## src/rtl/pma_pkg.sv

```systemverilog
package pma_pkg;

  typedef enum logic [1:0] {
    PICK_NONE = 2'd0,
    PICK_RX   = 2'd1,
    PICK_TX   = 2'd2,
    PICK_HOST = 2'd3
  } pick_e;

  // Level represented by a 2-bit threshold code: (code+1) quarters of depth.
  function automatic int thr_level(input logic [1:0] code, input int depth);
    return ((int'(code) + 1) * depth) / 4;
  endfunction

endpackage

```

## src/rtl/pma_cfg_reg.sv

```systemverilog
module pma_cfg_reg (
  input  logic       clk,
  input  logic       rst_n,
  input  logic       cfg_we,
  input  logic [3:0] cfg_low,
  output logic [1:0] tx_code,
  output logic [1:0] rx_code
);
  localparam logic [1:0] HALF_CODE = 2'b01;

  always_ff @(posedge clk or negedge rst_n) begin
    if (!rst_n) begin
      tx_code <= HALF_CODE;
      rx_code <= HALF_CODE;
    end else if (cfg_we) begin
      tx_code <= cfg_low[1:0];
      rx_code <= cfg_low[3:2];
    end
  end

  // a write lands on the next edge
  a_r11_write_lands: assert property (@(posedge clk) disable iff (!rst_n)
    $past(cfg_we) |-> (rx_code == $past(cfg_low[3:2]) && tx_code == $past(cfg_low[1:0])));
  // no write, no change
  a_r1_hold_without_write: assert property (@(posedge clk) disable iff (!rst_n)
    !$past(cfg_we) |-> ($stable(rx_code) && $stable(tx_code)));

endmodule

```

## src/rtl/pma_crit.sv

```systemverilog
module pma_crit #(
  parameter int DEPTH = 16,
  parameter int LVL_W = $clog2(DEPTH + 1),
  parameter bit IS_RX = 1'b1
) (
  input  logic [LVL_W-1:0] level,
  input  logic [1:0]       code,
  output logic             crit
);
  import pma_pkg::*;

  logic [LVL_W-1:0] thr_q;
  assign thr_q = LVL_W'(thr_level(code, DEPTH));

  generate
    if (IS_RX) begin : g_fill_side
      assign crit = (level > thr_q);
    end else begin : g_drain_side
      assign crit = (level < thr_q);
    end
  endgenerate

endmodule

```

## src/rtl/pma_grant_fsm.sv

```systemverilog
module pma_grant_fsm (
  input  logic clk,
  input  logic rst_n,
  input  logic rx_req,
  input  logic tx_req,
  input  logic host_req,
  input  logic rx_crit,
  input  logic tx_crit,
  input  logic mem_done,
  output logic rx_gnt,
  output logic tx_gnt,
  output logic host_gnt
);
  import pma_pkg::*;

  logic [2:0] gnt_q;      // {host, tx, rx}
  logic       pref_tx_q;  // round-robin: 1 favours transmit on a tie
  pick_e      pick;
  logic       idle;
  logic       finish_evt;

  assign idle       = (gnt_q == 3'b000);
  assign finish_evt = !idle && mem_done;

  always_comb begin
    pick = PICK_NONE;
    if (rx_req && tx_req) begin
      if (rx_crit)        pick = PICK_RX;
      else if (tx_crit)   pick = PICK_TX;
      else if (pref_tx_q) pick = PICK_TX;
      else                pick = PICK_RX;
    end else if (rx_req) begin
      pick = PICK_RX;
    end else if (tx_req) begin
      pick = PICK_TX;
    end else if (host_req) begin
      pick = PICK_HOST;
    end
  end

  always_ff @(posedge clk or negedge rst_n) begin
    if (!rst_n) begin
      gnt_q     <= 3'b000;
      pref_tx_q <= 1'b0;
    end else if (idle) begin
      case (pick)
        PICK_RX:   gnt_q <= 3'b001;
        PICK_TX:   gnt_q <= 3'b010;
        PICK_HOST: gnt_q <= 3'b100;
        default:   gnt_q <= 3'b000;
      endcase
    end else if (finish_evt) begin
      gnt_q <= 3'b000;
      if (gnt_q[0]) pref_tx_q <= 1'b1;
      if (gnt_q[1]) pref_tx_q <= 1'b0;
    end
  end

  assign rx_gnt   = gnt_q[0];
  assign tx_gnt   = gnt_q[1];
  assign host_gnt = gnt_q[2];

  a_r10_single_owner: assert property (@(posedge clk) disable iff (!rst_n)
    $onehot0({host_gnt, tx_gnt, rx_gnt}));
  a_r10_hold_until_done: assert property (@(posedge clk) disable iff (!rst_n)
    (!idle && !mem_done) |=> $stable({host_gnt, tx_gnt, rx_gnt}));
  a_r10_release_on_done: assert property (@(posedge clk) disable iff (!rst_n)
    finish_evt |=> ({host_gnt, tx_gnt, rx_gnt} == 3'b000));
  a_r6_rx_crit_wins: assert property (@(posedge clk) disable iff (!rst_n)
    (idle && rx_req && rx_crit) |=> rx_gnt);
  a_r7_tx_crit_wins: assert property (@(posedge clk) disable iff (!rst_n)
    (idle && tx_req && tx_crit && !(rx_req && rx_crit)) |=> tx_gnt);
  a_r9_host_last: assert property (@(posedge clk) disable iff (!rst_n)
    $rose(host_gnt) |-> $past(!rx_req && !tx_req));

endmodule

```

## src/rtl/pkt_mem_arbiter.sv

```systemverilog
module pkt_mem_arbiter #(
  parameter int DEPTH = 16,
  parameter int LVL_W = $clog2(DEPTH + 1)
) (
  input  logic             clk,
  input  logic             rst_n,
  input  logic             cfg_we,
  input  logic [7:0]       cfg_byte,
  input  logic             rx_req,
  input  logic             tx_req,
  input  logic             host_req,
  input  logic [LVL_W-1:0] rx_level,
  input  logic [LVL_W-1:0] tx_level,
  input  logic             mem_done,
  output logic             rx_gnt,
  output logic             tx_gnt,
  output logic             host_gnt,
  output logic             mem_busy,
  output logic             rx_crit,
  output logic             tx_crit
);
  logic [1:0] tx_code;
  logic [1:0] rx_code;
  logic       unused_cfg_hi;

  assign unused_cfg_hi = ^cfg_byte[7:4];

  pma_cfg_reg u_cfg (
    .clk     (clk),
    .rst_n   (rst_n),
    .cfg_we  (cfg_we),
    .cfg_low (cfg_byte[3:0]),
    .tx_code (tx_code),
    .rx_code (rx_code)
  );

  pma_crit #(.DEPTH(DEPTH), .LVL_W(LVL_W), .IS_RX(1'b1)) u_rx_crit (
    .level (rx_level),
    .code  (rx_code),
    .crit  (rx_crit)
  );

  pma_crit #(.DEPTH(DEPTH), .LVL_W(LVL_W), .IS_RX(1'b0)) u_tx_crit (
    .level (tx_level),
    .code  (tx_code),
    .crit  (tx_crit)
  );

  pma_grant_fsm u_fsm (
    .clk      (clk),
    .rst_n    (rst_n),
    .rx_req   (rx_req),
    .tx_req   (tx_req),
    .host_req (host_req),
    .rx_crit  (rx_crit),
    .tx_crit  (tx_crit),
    .mem_done (mem_done),
    .rx_gnt   (rx_gnt),
    .tx_gnt   (tx_gnt),
    .host_gnt (host_gnt)
  );

  assign mem_busy = rx_gnt | tx_gnt | host_gnt;

  a_r10_busy_matches: assert property (@(posedge clk) disable iff (!rst_n)
    mem_busy == (rx_gnt || tx_gnt || host_gnt));

endmodule

```

## config.mk

```make
export PLATFORM = sky130hd
export DESIGN_NAME = pkt_mem_arbiter
export DESIGN_NICKNAME = d
export VERILOG_FILES = /design/src/rtl/pma_pkg.sv /design/src/rtl/pma_cfg_reg.sv /design/src/rtl/pma_crit.sv /design/src/rtl/pma_grant_fsm.sv /design/src/rtl/pkt_mem_arbiter.sv
export SDC_FILE = /design/constraint.sdc
export NUM_CORES = 1
export LEC_CHECK = 0
export BUFFER_PORTS_ARGS = -buffer_cell sky130_fd_sc_hd__buf_4
export CORE_AREA = 3 3 40 42
export CTS_BUF_LIST = sky130_fd_sc_hd__clkbuf_8
export DETAILED_ROUTE_END_ITERATION = 10
export DIE_AREA = 0 0 43 45
export PLACE_DENSITY = 0.83
export RECOVER_POWER = 50
export SLEW_MARGIN = 20
export SYNTH_ARGS = -nofsm -noshare
export SYNTH_HDL_FRONTEND = slang
export SYNTH_SLANG_ARGS = --single-unit
```

## constraint.sdc

```tcl
create_clock -name clk -period 4.4 [get_ports clk]
set_input_delay 0.22 -clock clk [delete_from_list [all_inputs] [get_ports clk]]
set_output_delay 0.22 -clock clk [all_outputs]
set_load 0.02 [all_outputs]
```

==> results.py, run 1 <==
metrics = {
    "drt": {
        "first_iter_violations": 1,
        "wl_per_cell_um": 11.8,
        "first_pass_iters": 4,
        "via_per_inst": 4.96,
        "highest_layer": "met4",
        "antenna_left": 0,
        "wl_met1_um": 455,
        "dr_total_vias": 466,
        "wl_mm": 1.11,
        "dr_wl_met2_um": 547,
        "drcViolationCount": 0,
        "wl_met3_um": 81,
    },
    "worst_setup_path": {
        "worstSetupStartpointType": "register",
        "max_stage_delay_ps": 540,
        "crit_chain": "ha_1, inv_1, ha_1, o211a_1, a211oi_2, buf_4",
        "slowest_stage": "dfstp_1",
        "crit_family": "flip-flops",
        "cp_max_fo": 3,
        "crit_top_cell": "ha_1",
        "end_kind": "output port",
        "critPathBufInv": 2,
        "rr_worst_depth": 7,
        "arrival_ps": 1890,
        "setup.worst_path.class": "register to output port",
        "worstPathRequired_ps": 4180,
        "cp_num_cells": 6,
    },
    "finish": {
        "antenna_cells": 0,
        "final_layout_size_suffix_gt1_frac": 0.418,
        "fin_util": 0.598,
        "regArea_um2": 203,
        "multi_input_comb_area_um2": 282,
        "fill_cells": 105,
        "final_nets": 112,
        "synthToLayoutAreaGrowth_pct": 48.3,
    },
    "timing": {
        "final-max-slew-violation-count": 0,
        "fin_skew_ps": 5.16,
        "setup-violations-final": 0,
        "fin_crit_ps": 2110,
        "hold_ws_ps": 203,
        "fin_tns_setup_ps": 0,
        "finalHoldViolCount": 0,
        "timing.fmax_mhz": 475,
        "tightestPinTransition_ps": 427,
        "fin_crit_sh": 0.479,
        "max_slew_margin": 0.713,
        "rsz0062_at_grt": "false",
    },
    "floorplanning": {
        "die_x_um": 43,
        "coreArea_mm2": 0.00128,
        "core.rowCount": 13,
        "io_pins": 31,
        "design.die.area_mm2": 0.00194,
        "start_util": 0.403,
        "die_h_um": 45,
    },
    "logic_synthesis": {
        "seq_area_frac_synth": 0.391,
        "ys_types": 22,
        "ys_ff_latch": 8,
        "avgSynthCellArea_um2": 10.4,
        "yosysTopAreaCellShare": 0.290,
        "ys_warn_count": 0,
        "synth_nets": 82,
        "synth_area_leaders": "dfrtp_1 29%, ha_1 17%, dfstp_2 10%",
        "syn_area_um2": 518,
        "synth_largest_area_cell": "dfrtp_1",
        "synth_cells": 50,
    },
    "grt": {
        "track_usage": 0.138,
        "grt_overflow_total": 0,
        "grt_pass1_wl_mm": 1.93,
        "grt_pass1_vias": 488,
        "grt_max_degree": 9,
        "antenna_found_initial": 0,
    },
    "place": {
        "place.gp.congestion": 0.722,
        "io_buffers": 24,
    },
    "cts": {
        "htreeDepth": 1,
        "clk_pin_slew_worst_paths_ps": 40,
        "cts_root_buf": "clkbuf_8",
        "cts_max_path_buffers": 2,
        "cts_tree": "built",
        "cts_sinks": 8,
        "clk_latency_ps": 230,
        "numCtsBuffers": 3,
    },
    "hold_path": {
        "holdPathStages": 2,
        "min_path_type": "input port to register",
    },
    "run_status": {
        "status": "complete, no violations",
    },
    "power": {
        "power_density_mw_per_mm2": 451,
        "leakage_nw": 0.394,
        "ir_drop_mv": 0.307,
    },
    "flow_run": {
        "drv_cap": 0,
    },
}
## cells in the final DEF, fill, tap and decap left out, drive strengths merged
cell type	synthesis	layout
a211oi	1	1
a21oi	2	2
a221oi	1	1
a31o	1	1
and4	1	1
buf	0	23
clkbuf	0	4
dfrtp	6	6
dfstp	2	2
dlygate4sd3	0	1
ha	7	7
inv	9	10
mux2	3	3
mux2i	1	1
nand2	3	3
nand3	1	1
nand4b	1	1
nor2	3	3
nor2b	1	1
nor3	1	1
nor4b	1	1
o211a	1	1
o21ai	2	2
o221ai	1	1
o22a	1	1
## per-layer routing
layer  GRT usage  vias to the layer above
met5           0                        -
li1            -                      235
met3      0.0279                        4
met2       0.249                       16
met4      0.0904                        0
met1       0.147                      211
## sequential cells by signal (all words and copies together), names as in the netlist
| register | count |
|---|---|
| u_fsm.gnt_q | 3 |
| u_fsm.pref_tx_q | 1 |
| u_cfg.tx_code | 2 |
| u_cfg.rx_code | 2 |
## logic make-up after synthesis
logic type,count (synthesis),synth area share
and+or+nand+nor,12,0.126
AOI/OAI and AO/OA,10,0.164
DFF,8,0.391
adders and majority gates,7,0.169
buffers and inverters,9,0.0652
muxes,4,0.0845
## per-stage QoR
stage	setup WS (ps)	std cells	instance area [µm²]	power, mW
after floorplan	2400	50	518	0.197
after global placement	2540	89	717	0.255
after detailed placement	2480	89	717	0.261
after CTS	2290	94	772	0.352
after global routing	2160	94	768	0.373
final	2290	94	768	0.346
## report_power, final
part | internal (mW) | switching (mW)
Clock | 0.0603 | 0.0276
Combinational | 0.0706 | 0.0763
Sequential | 0.0938 | 0.0177
Total | 0.225 | 0.122
## synthesized netlist by cell type
master / n
nand3_1: 1
a21oi_1: 2
nor3_1: 1
a211oi_2: 1
dfrtp_1: 6
nor4b_1: 1
o22a_2: 1
dfstp_2: 2
inv_1: 9
nand4b_1: 1
o211a_1: 1
a221oi_2: 1
o21ai_0: 2
and4_1: 1
nor2b_1: 1
a31o_1: 1
nand2_1: 3
ha_1: 7
o221ai_1: 1
nor2_1: 3
mux2_2: 3
mux2i_1: 1
## final timing paths
path	endpoint	startpoint	slack, ps
worst min-delay path	u_fsm.pref_tx_q	mem_done	200
worst min register to register	u_cfg.rx_code[1]	u_cfg.rx_code[1]	500
worst max-delay path	tx_crit	u_cfg.tx_code[0]	2290
min in group asynchronous	u_fsm.gnt_q[1]	rst_n	450
max in group asynchronous	u_cfg.rx_code[0]	rst_n	3630
worst max register to register	u_fsm.gnt_q[0]	u_cfg.tx_code[0]	2470
## what timing repair did
item	4_1_cts	5_1_grt
endpoints found under the hold margin	8	0
setup endpoints to repair	0	0
setup buffers	0	0
hold buffers	1	0
resized for setup	0	0
## layout make-up
type                       count  share of cell area
multi-input combinational     33               0.366
sequential                     8               0.264
timing repair buffer          25               0.243
clock buffer                   3              0.0537
inverter                       9              0.0440
tap                           15              0.0244
clock inverter                 1             0.00489
No activity file was read; power rests on OpenSTA's default activity.
==> run 2: changes to the inputs <==
--- a/config.mk
+++ b/config.mk
@@ -6,11 +6,11 @@
 export NUM_CORES = 1
 export LEC_CHECK = 0
 export BUFFER_PORTS_ARGS = -buffer_cell sky130_fd_sc_hd__buf_4
-export CORE_AREA = 3 3 40 42
+export CORE_MARGIN = 3
+export CORE_UTILIZATION = 39
 export CTS_BUF_LIST = sky130_fd_sc_hd__clkbuf_8
 export DETAILED_ROUTE_END_ITERATION = 10
-export DIE_AREA = 0 0 43 45
-export PLACE_DENSITY = 0.83
+export PLACE_DENSITY = 0.86
 export RECOVER_POWER = 50
 export SLEW_MARGIN = 20
 export SYNTH_ARGS = -nofsm -noshare
==> constraint.sdc (replaced) <==
create_clock -name clk -period 1.69 [get_ports clk]
set_input_delay 0.0845 -clock clk [delete_from_list [all_inputs] [get_ports clk]]
set_output_delay 0.0845 -clock clk [all_outputs]
set_load 0.02 [all_outputs]
==> results.py, run 2 (same netlist as run 1, synthesis figures left out) <==
metrics = {
    "worst_setup_path": {
        "worstSetupStartpointType": "register",
        "critPathBufInv": 2,
        "end_kind": "output port",
        "slowest_stage": "dfstp_2",
        "crit_chain": "ha_4, inv_2, ha_4, nor2b_4, a221oi_4, nor2_1, buf_4",
        "max_stage_delay_ps": 540,
        "arrival_ps": 1780,
        "cp_max_fo": 3,
        "r2r_slack_ps": -160,
        "crit_top_cell": "ha_4",
        "crit_family": "flip-flops",
        "setup.worst_path.class": "register to output port",
        "worstPathRequired_ps": 1610,
    },
    "grt": {
        "gr-usage-met1": 0.209,
        "grt_pass1_vias": 484,
        "use_met2": 0.264,
        "grt_pass1_wl_mm": 2.16,
        "antenna_found_initial": 0,
        "grt_overflow_total": 0,
        "grt_busiest_layer": "met2",
        "grt_max_degree": 9,
        "track_usage": 0.160,
        "grt.met3_usage": 0.0258,
    },
    "floorplanning": {
        "core.rowCount": 12,
        "start_util": 0.442,
        "die_h_um": 42.4,
        "die_x_um": 42.4,
        "coreArea_mm2": 0.00117,
        "design.die.area_mm2": 0.00180,
        "io_pins": 31,
    },
    "cts": {
        "clk_pin_slew_worst_paths_ps": 40,
        "cts_root_buf": "clkbuf_8",
        "clk_latency_ps": 230,
        "htreeDepth": 1,
        "numCtsBuffers": 3,
        "cts_max_path_buffers": 2,
        "cts_sinks": 8,
        "cts_tree": "built",
    },
    "timing": {
        "setup_slack_ps": -175,
        "tightestPinTransition_ps": 434,
        "setup-violations-final": 4,
        "finalHoldViolCount": 0,
        "fin_crit_sh": 1.10,
        "max_slew_margin": 0.711,
        "fin_skew_ps": 6.85,
        "fin_tns_setup_ps": -586,
        "hold_ws_ps": 70.3,
        "fin_crit_ps": 1870,
        "rsz0062_at_grt": "true",
        "timing.fmax_mhz": 536,
        "final-max-slew-violation-count": 0,
    },
    "drt": {
        "dr_total_vias": 489,
        "antenna_left": 0,
        "first_pass_iters": 4,
        "via_per_inst": 5.09,
        "wl_mm": 1.28,
        "drcViolationCount": 0,
        "first_iter_violations": 4,
        "wl_per_cell_um": 13.4,
    },
    "finish": {
        "final_common_cell": "buf_4",
        "largest_register": "u_fsm.gnt_q",
        "final_layout_size_suffix_gt1_frac": 0.573,
        "largest_register_ffs": 3,
        "reg_top3": "u_fsm.gnt_q (3), u_cfg.rx_code (2), u_cfg.tx_code (2)",
        "antenna_cells": 0,
        "synthToLayoutAreaGrowth_pct": 75.4,
        "fill_cells": 86,
        "final_nets": 115,
        "layout_common_cells": "25 x buf_4, 8 x inv_1, 6 x ha_4, 6 x dfrtp_1",
    },
    "hold_path": {
        "min_path_type": "input port to register",
    },
    "run_status": {
        "violations": "setup timing",
        "status": "complete, but fails checks",
    },
    "flow_run": {
        "drv_cap": 0,
    },
    "power": {
        "power.total_mw": 1.02,
        "leakage_nw": 0.421,
        "power_density_mw_per_mm2": 1120,
        "ir_drop_mv": 0.923,
    },
    "place": {
        "hpwl_mm": 1.03,
        "io_buffers": 24,
        "place.gp.congestion": 0.754,
    },
}
-- run 2: cell types whose count changed in the layout (fill, tap and decap cells not counted), moves of 2 or more --
cell   before  now
ha_1        7    1
buf_4      23   25
inv_2       0    2
inv_1      10    8
ha_4        0    6
-- run 2: worst reg2reg max path, stage by stage, from the launching register on --
cell      delay [ps]
dfstp_2          540
ha_4             130
inv_2             40
ha_4             280
nor2b_4          160
a221oi_4          80
buf_4            140
o22a_4           220
a31o_1           170
-- run 2: metrics by stage --
stage / util / setup WS [ps] / cell area, µm² / std cells
after global placement: 0.662 / -115 / 776 / 90
final: 0.776 / -175 / 908 / 96
after detailed placement: 0.662 / -148 / 776 / 90
after floorplan: - / -93.6 / 563 / 50
after CTS: 0.763 / -134 / 893 / 96
after global routing: 0.776 / -251 / 908 / 96
-- run 2: final timing paths --
path                       depth (start not counted)              from                to
max                                                7  u_cfg.rx_code[0]           rx_crit
min                                                2            cfg_we  u_cfg.rx_code[0]
max reg2reg                                        8  u_cfg.rx_code[0]    u_fsm.gnt_q[1]
min reg2reg                                        2  u_cfg.rx_code[0]  u_cfg.rx_code[0]
max in group asynchronous                          2             rst_n  u_cfg.rx_code[0]
min in group asynchronous                          2             rst_n    u_fsm.gnt_q[1]
-- run 2: timing repair --
| item | CTS | global route |
|---|---|---|
| pin swaps | 4 | 3 |
| endpoints found under the hold margin | 8 | 0 |
| setup endpoints to repair | 4 | 4 |
| hold buffers | 1 | 0 |
| resized for setup | 9 | 2 |
| setup buffers | 1 | 0 |
-- run 2: layout make-up --
class	instances	area (µm²)	share of cell area
clock inverters	1	3.75	0.00413
inverters	9	33.8	0.0372
clock buffers	3	41.3	0.0455
repair buffers	28	213	0.234
multi-input cells	33	397	0.437
well taps	14	17.5	0.0193
flip-flops and latches	8	203	0.223
-- run 2: power breakdown --
| group | internal [mW] | switching, mW | total (mW) | leakage [nW] |
|---|---|---|---|---|
| logic | 0.253 | 0.232 | 0.485 | 0.299 |
| registers | 0.245 | 0.0570 | 0.302 | 0.0946 |
| clock network | 0.157 | 0.0759 | 0.233 | 0.0269 |
-- run 2: routing by layer --
layer | share of wire | up-vias
met2 | 0.48 | 23
li1 | - | 242
met1 | 0.44 | 222
met5 | 0 | -
met4 | 0.012 | 0
met3 | 0.070 | 2
==> run 3: changes to the inputs <==
--- a/config.mk
+++ b/config.mk
@@ -5,9 +5,10 @@
 export SDC_FILE = /design/constraint.sdc
 export NUM_CORES = 1
 export LEC_CHECK = 0
+export ABC_AREA = 1
 export BUFFER_PORTS_ARGS = -buffer_cell sky130_fd_sc_hd__buf_4
 export CORE_MARGIN = 3
-export CORE_UTILIZATION = 39
+export CORE_UTILIZATION = 40
 export CTS_BUF_LIST = sky130_fd_sc_hd__clkbuf_8
 export DETAILED_ROUTE_END_ITERATION = 10
 export PLACE_DENSITY = 0.86
==> results.py, run 3 <==
metrics = {
    "run_status": {
        "status": "complete, but fails checks",
        "violations": "setup timing",
    },
    "grt": {
        "grt_busiest_layer": "met2",
        "grt_pass1_wl_mm": 2.47,
        "use_met2": 0.342,
        "track_usage": 0.181,
        "grt.met3_usage": 0.0678,
        "grt_pass1_vias": 597,
        "gr-usage-met1": 0.173,
        "antenna_found_initial": 0,
        "grt_max_degree": 9,
        "grt_overflow_total": 0,
    },
    "drt": {
        "dr_total_vias": 575,
        "wl_mm": 1.62,
        "wl_per_cell_um": 14.2,
        "first_iter_violations": 8,
        "antenna_left": 0,
        "drcViolationCount": 0,
        "via_per_inst": 5.04,
        "first_pass_iters": 4,
    },
    "worst_setup_path": {
        "worstSetupStartpointType": "register",
        "cp_max_fo": 2,
        "setup.worst_path.class": "register to output port",
        "critPathBufInv": 4,
        "worstPathRequired_ps": 1610,
        "slowest_stage": "dfstp_2",
        "cp_num_cells": 9,
        "arrival_ps": 1630,
        "crit_chain": "ha_4, inv_2, ha_4, nand2_2, inv_2, nand2_2, nand2_2, inv_2, buf_6",
        "crit_family": "flip-flops",
        "end_kind": "output port",
        "max_stage_delay_ps": 560,
        "rr_worst_depth": 13,
    },
    "place": {
        "place_ws_ps": -25.5,
        "hpwl_um": 923,
        "place.gp.congestion": 0.698,
        "placed_cell_area_um2": 753,
        "io_buffers": 24,
    },
    "logic_synthesis": {
        "avgSynthCellArea_um2": 7.82,
        "synth-edff-count": 0,
        "ys.flop_type": "dfrtp_1",
        "seq_area_frac_synth": 0.365,
        "async_flop_share": 1.00,
        "ys_ff_latch": 8,
        "synth_nets": 103,
        "synth-compound-area-share": 0.0856,
        "yosysTopAreaCellShare": 0.270,
        "synthTopCellsByCount": "19 x inv_1, 19 x nand2_1, 7 x ha_1",
        "ys_types": 16,
        "synth.area.mux_share": 0.0405,
        "synth_top_family_by_area": "simple AND/OR/NAND/NOR gates",
        "yosys.area_share.simple": 0.216,
        "ys_warn_count": 0,
        "synth_area_leaders": "dfrtp_1 27%, ha_1 16%, inv_1 13%",
        "synth_largest_area_cell": "dfrtp_1",
        "synthXorXnorAreaFrac": 0,
        "synth_cells": 71,
        "yosys.area_share.adder": 0.158,
        "syn_area_um2": 556,
    },
    "cts": {
        "cts_max_path_buffers": 2,
        "cts_sinks": 8,
        "cts_tree": "built",
        "clk_latency_ps": 230,
        "numCtsBuffers": 3,
        "clk_pin_slew_worst_paths_ps": 40,
        "htreeDepth": 1,
        "cts_root_buf": "clkbuf_8",
    },
    "timing": {
        "setup-violations-final": 3,
        "fin_crit_sh": 1.02,
        "final-max-slew-violation-count": 0,
        "rsz0062_at_grt": "true",
        "fin_skew_ps": 6.50,
        "max_slew_margin": 0.705,
        "finalHoldViolCount": 0,
        "setup_slack_ps": -28.8,
        "timing.fmax_mhz": 582,
        "tightestPinTransition_ps": 442,
        "fin_crit_ps": 1720,
    },
    "power": {
        "leakage_nw": 0.480,
        "swShare": 0.382,
        "clock_power_share": 0.226,
        "p_comb_frac": 0.485,
        "ir_drop_mv": 0.718,
        "internal_power_uw": 643,
        "power_density_mw_per_mm2": 1110,
        "pwr-share-seq": 0.289,
        "p_sw_uw": 397,
    },
    "finish": {
        "antenna_cells": 0,
        "largest_register_ffs": 3,
        "stdcell_area_um2": 941,
        "layout_common_cells": "22 x buf_4, 11 x inv_1, 11 x nand2_1",
        "final_layout_size_suffix_gt1_frac": 0.580,
        "final_nets": 134,
        "largest_register": "u_fsm.gnt_q",
        "reg_top3": "u_fsm.gnt_q (3), u_cfg.rx_code (2), u_cfg.tx_code (2)",
        "final_common_cell": "buf_4",
        "synthToLayoutAreaGrowth_pct": 69.4,
    },
    "flow_run": {
        "drv_cap": 0,
    },
    "hold_path": {
        "holdPathStages": 2,
        "min_path_type": "input port to register",
    },
    "floorplanning": {
        "io_pins": 31,
        "coreArea_mm2": 0.00120,
        "core.rowCount": 12,
        "die_x_um": 43.3,
        "die_h_um": 43.3,
        "start_util": 0.463,
        "design.die.area_mm2": 0.00187,
    },
}
run 3: cell count changes after synthesis, moves of 2 or more:
cell     delta
o21ai_0     +2
mux2_2      -3
nor2_1      -2
nand4_1     +2
nand2_1    +16
inv_1      +10
mux2_1      +2
run 3: kinds of logic after synthesis:
kind of cell	after synthesis
compound gates	8
simple gates	26
fa+ha+maj	7
mux	2
flops	8
buf+inv	20
run 3: final timing paths:
path,start,to,slack [ps]
min in group asynchronous,rst_n,u_fsm.gnt_q[1],310
hold reg to reg,u_cfg.tx_code[0],u_cfg.tx_code[0],530
setup / recovery,u_cfg.tx_code[0],tx_crit,-30
max in group asynchronous,rst_n,u_cfg.tx_code[0],1040
setup reg to reg,u_cfg.tx_code[0],u_fsm.gnt_q[0],0
hold / removal,cfg_we,u_cfg.rx_code[0],70
run 3: repair_timing:
action                                  CTS  global route
buffers inserted                          0             1
endpoints found under the hold margin     8             0
hold buffers                              1             0
endpoints found under the setup margin    5             5
resized for setup                        13            19
pin swaps                                12            17
run 3: power groups by stage:
| stage | clock network (mW) | registers [mW] | logic, mW |
|---|---|---|---|
| 2_1_floorplan | 0 | 0.324 | 0.204 |
| 3_3_place_gp | 0 | 0.295 | 0.380 |
| 3_5_place_dp | 0 | 0.296 | 0.390 |
| 4_1_cts | 0.235 | 0.301 | 0.439 |
| 5_1_grt | 0.249 | 0.309 | 0.552 |
| 6_report | 0.235 | 0.301 | 0.505 |
run 3: worst reg2reg max path, delay by kind of cell (launching register included):
| family | cells | cell delay (ps) |
|---|---|---|
| simple gates | 8 | 490 |
| buf+inv | 2 | 80 |
| fa+ha+maj | 2 | 400 |
| flops | 1 | 560 |
| compound gates | 1 | 50 |
run 3: per-layer routing:
layer | wire [µm] | part of all wire
met5 | 0 | 0
met4 | 66 | 0.041
met3 | 81 | 0.050
met2 | 910 | 0.56
met1 | 560 | 0.35
run 3: layout make-up:
cell class	count	area, µm²
fill	81	260
inverter	20	80.1
tap	14	17.5
timing repair buffer	26	201
multi-input combinational	43	398
sequential	8	203
clock buffer	3	41.3
run 3: per-stage QoR:
stage / util / power, mW / hold slack [ps] / setup TNS [ps] / cells
4_1_cts: 0.735 / 0.975 / 63.5 / -65.3 / 113
2_1_floorplan: - / 0.528 / -211 / 0 / 71
6_report: 0.783 / 1.04 / 67.7 / -48.7 / 114
3_3_place_gp: 0.627 / 0.675 / -97.1 / -5.10 / 109
3_5_place_dp: 0.627 / 0.686 / -91.6 / -25.5 / 109
5_1_grt: 0.783 / 1.11 / 81.4 / -370 / 114
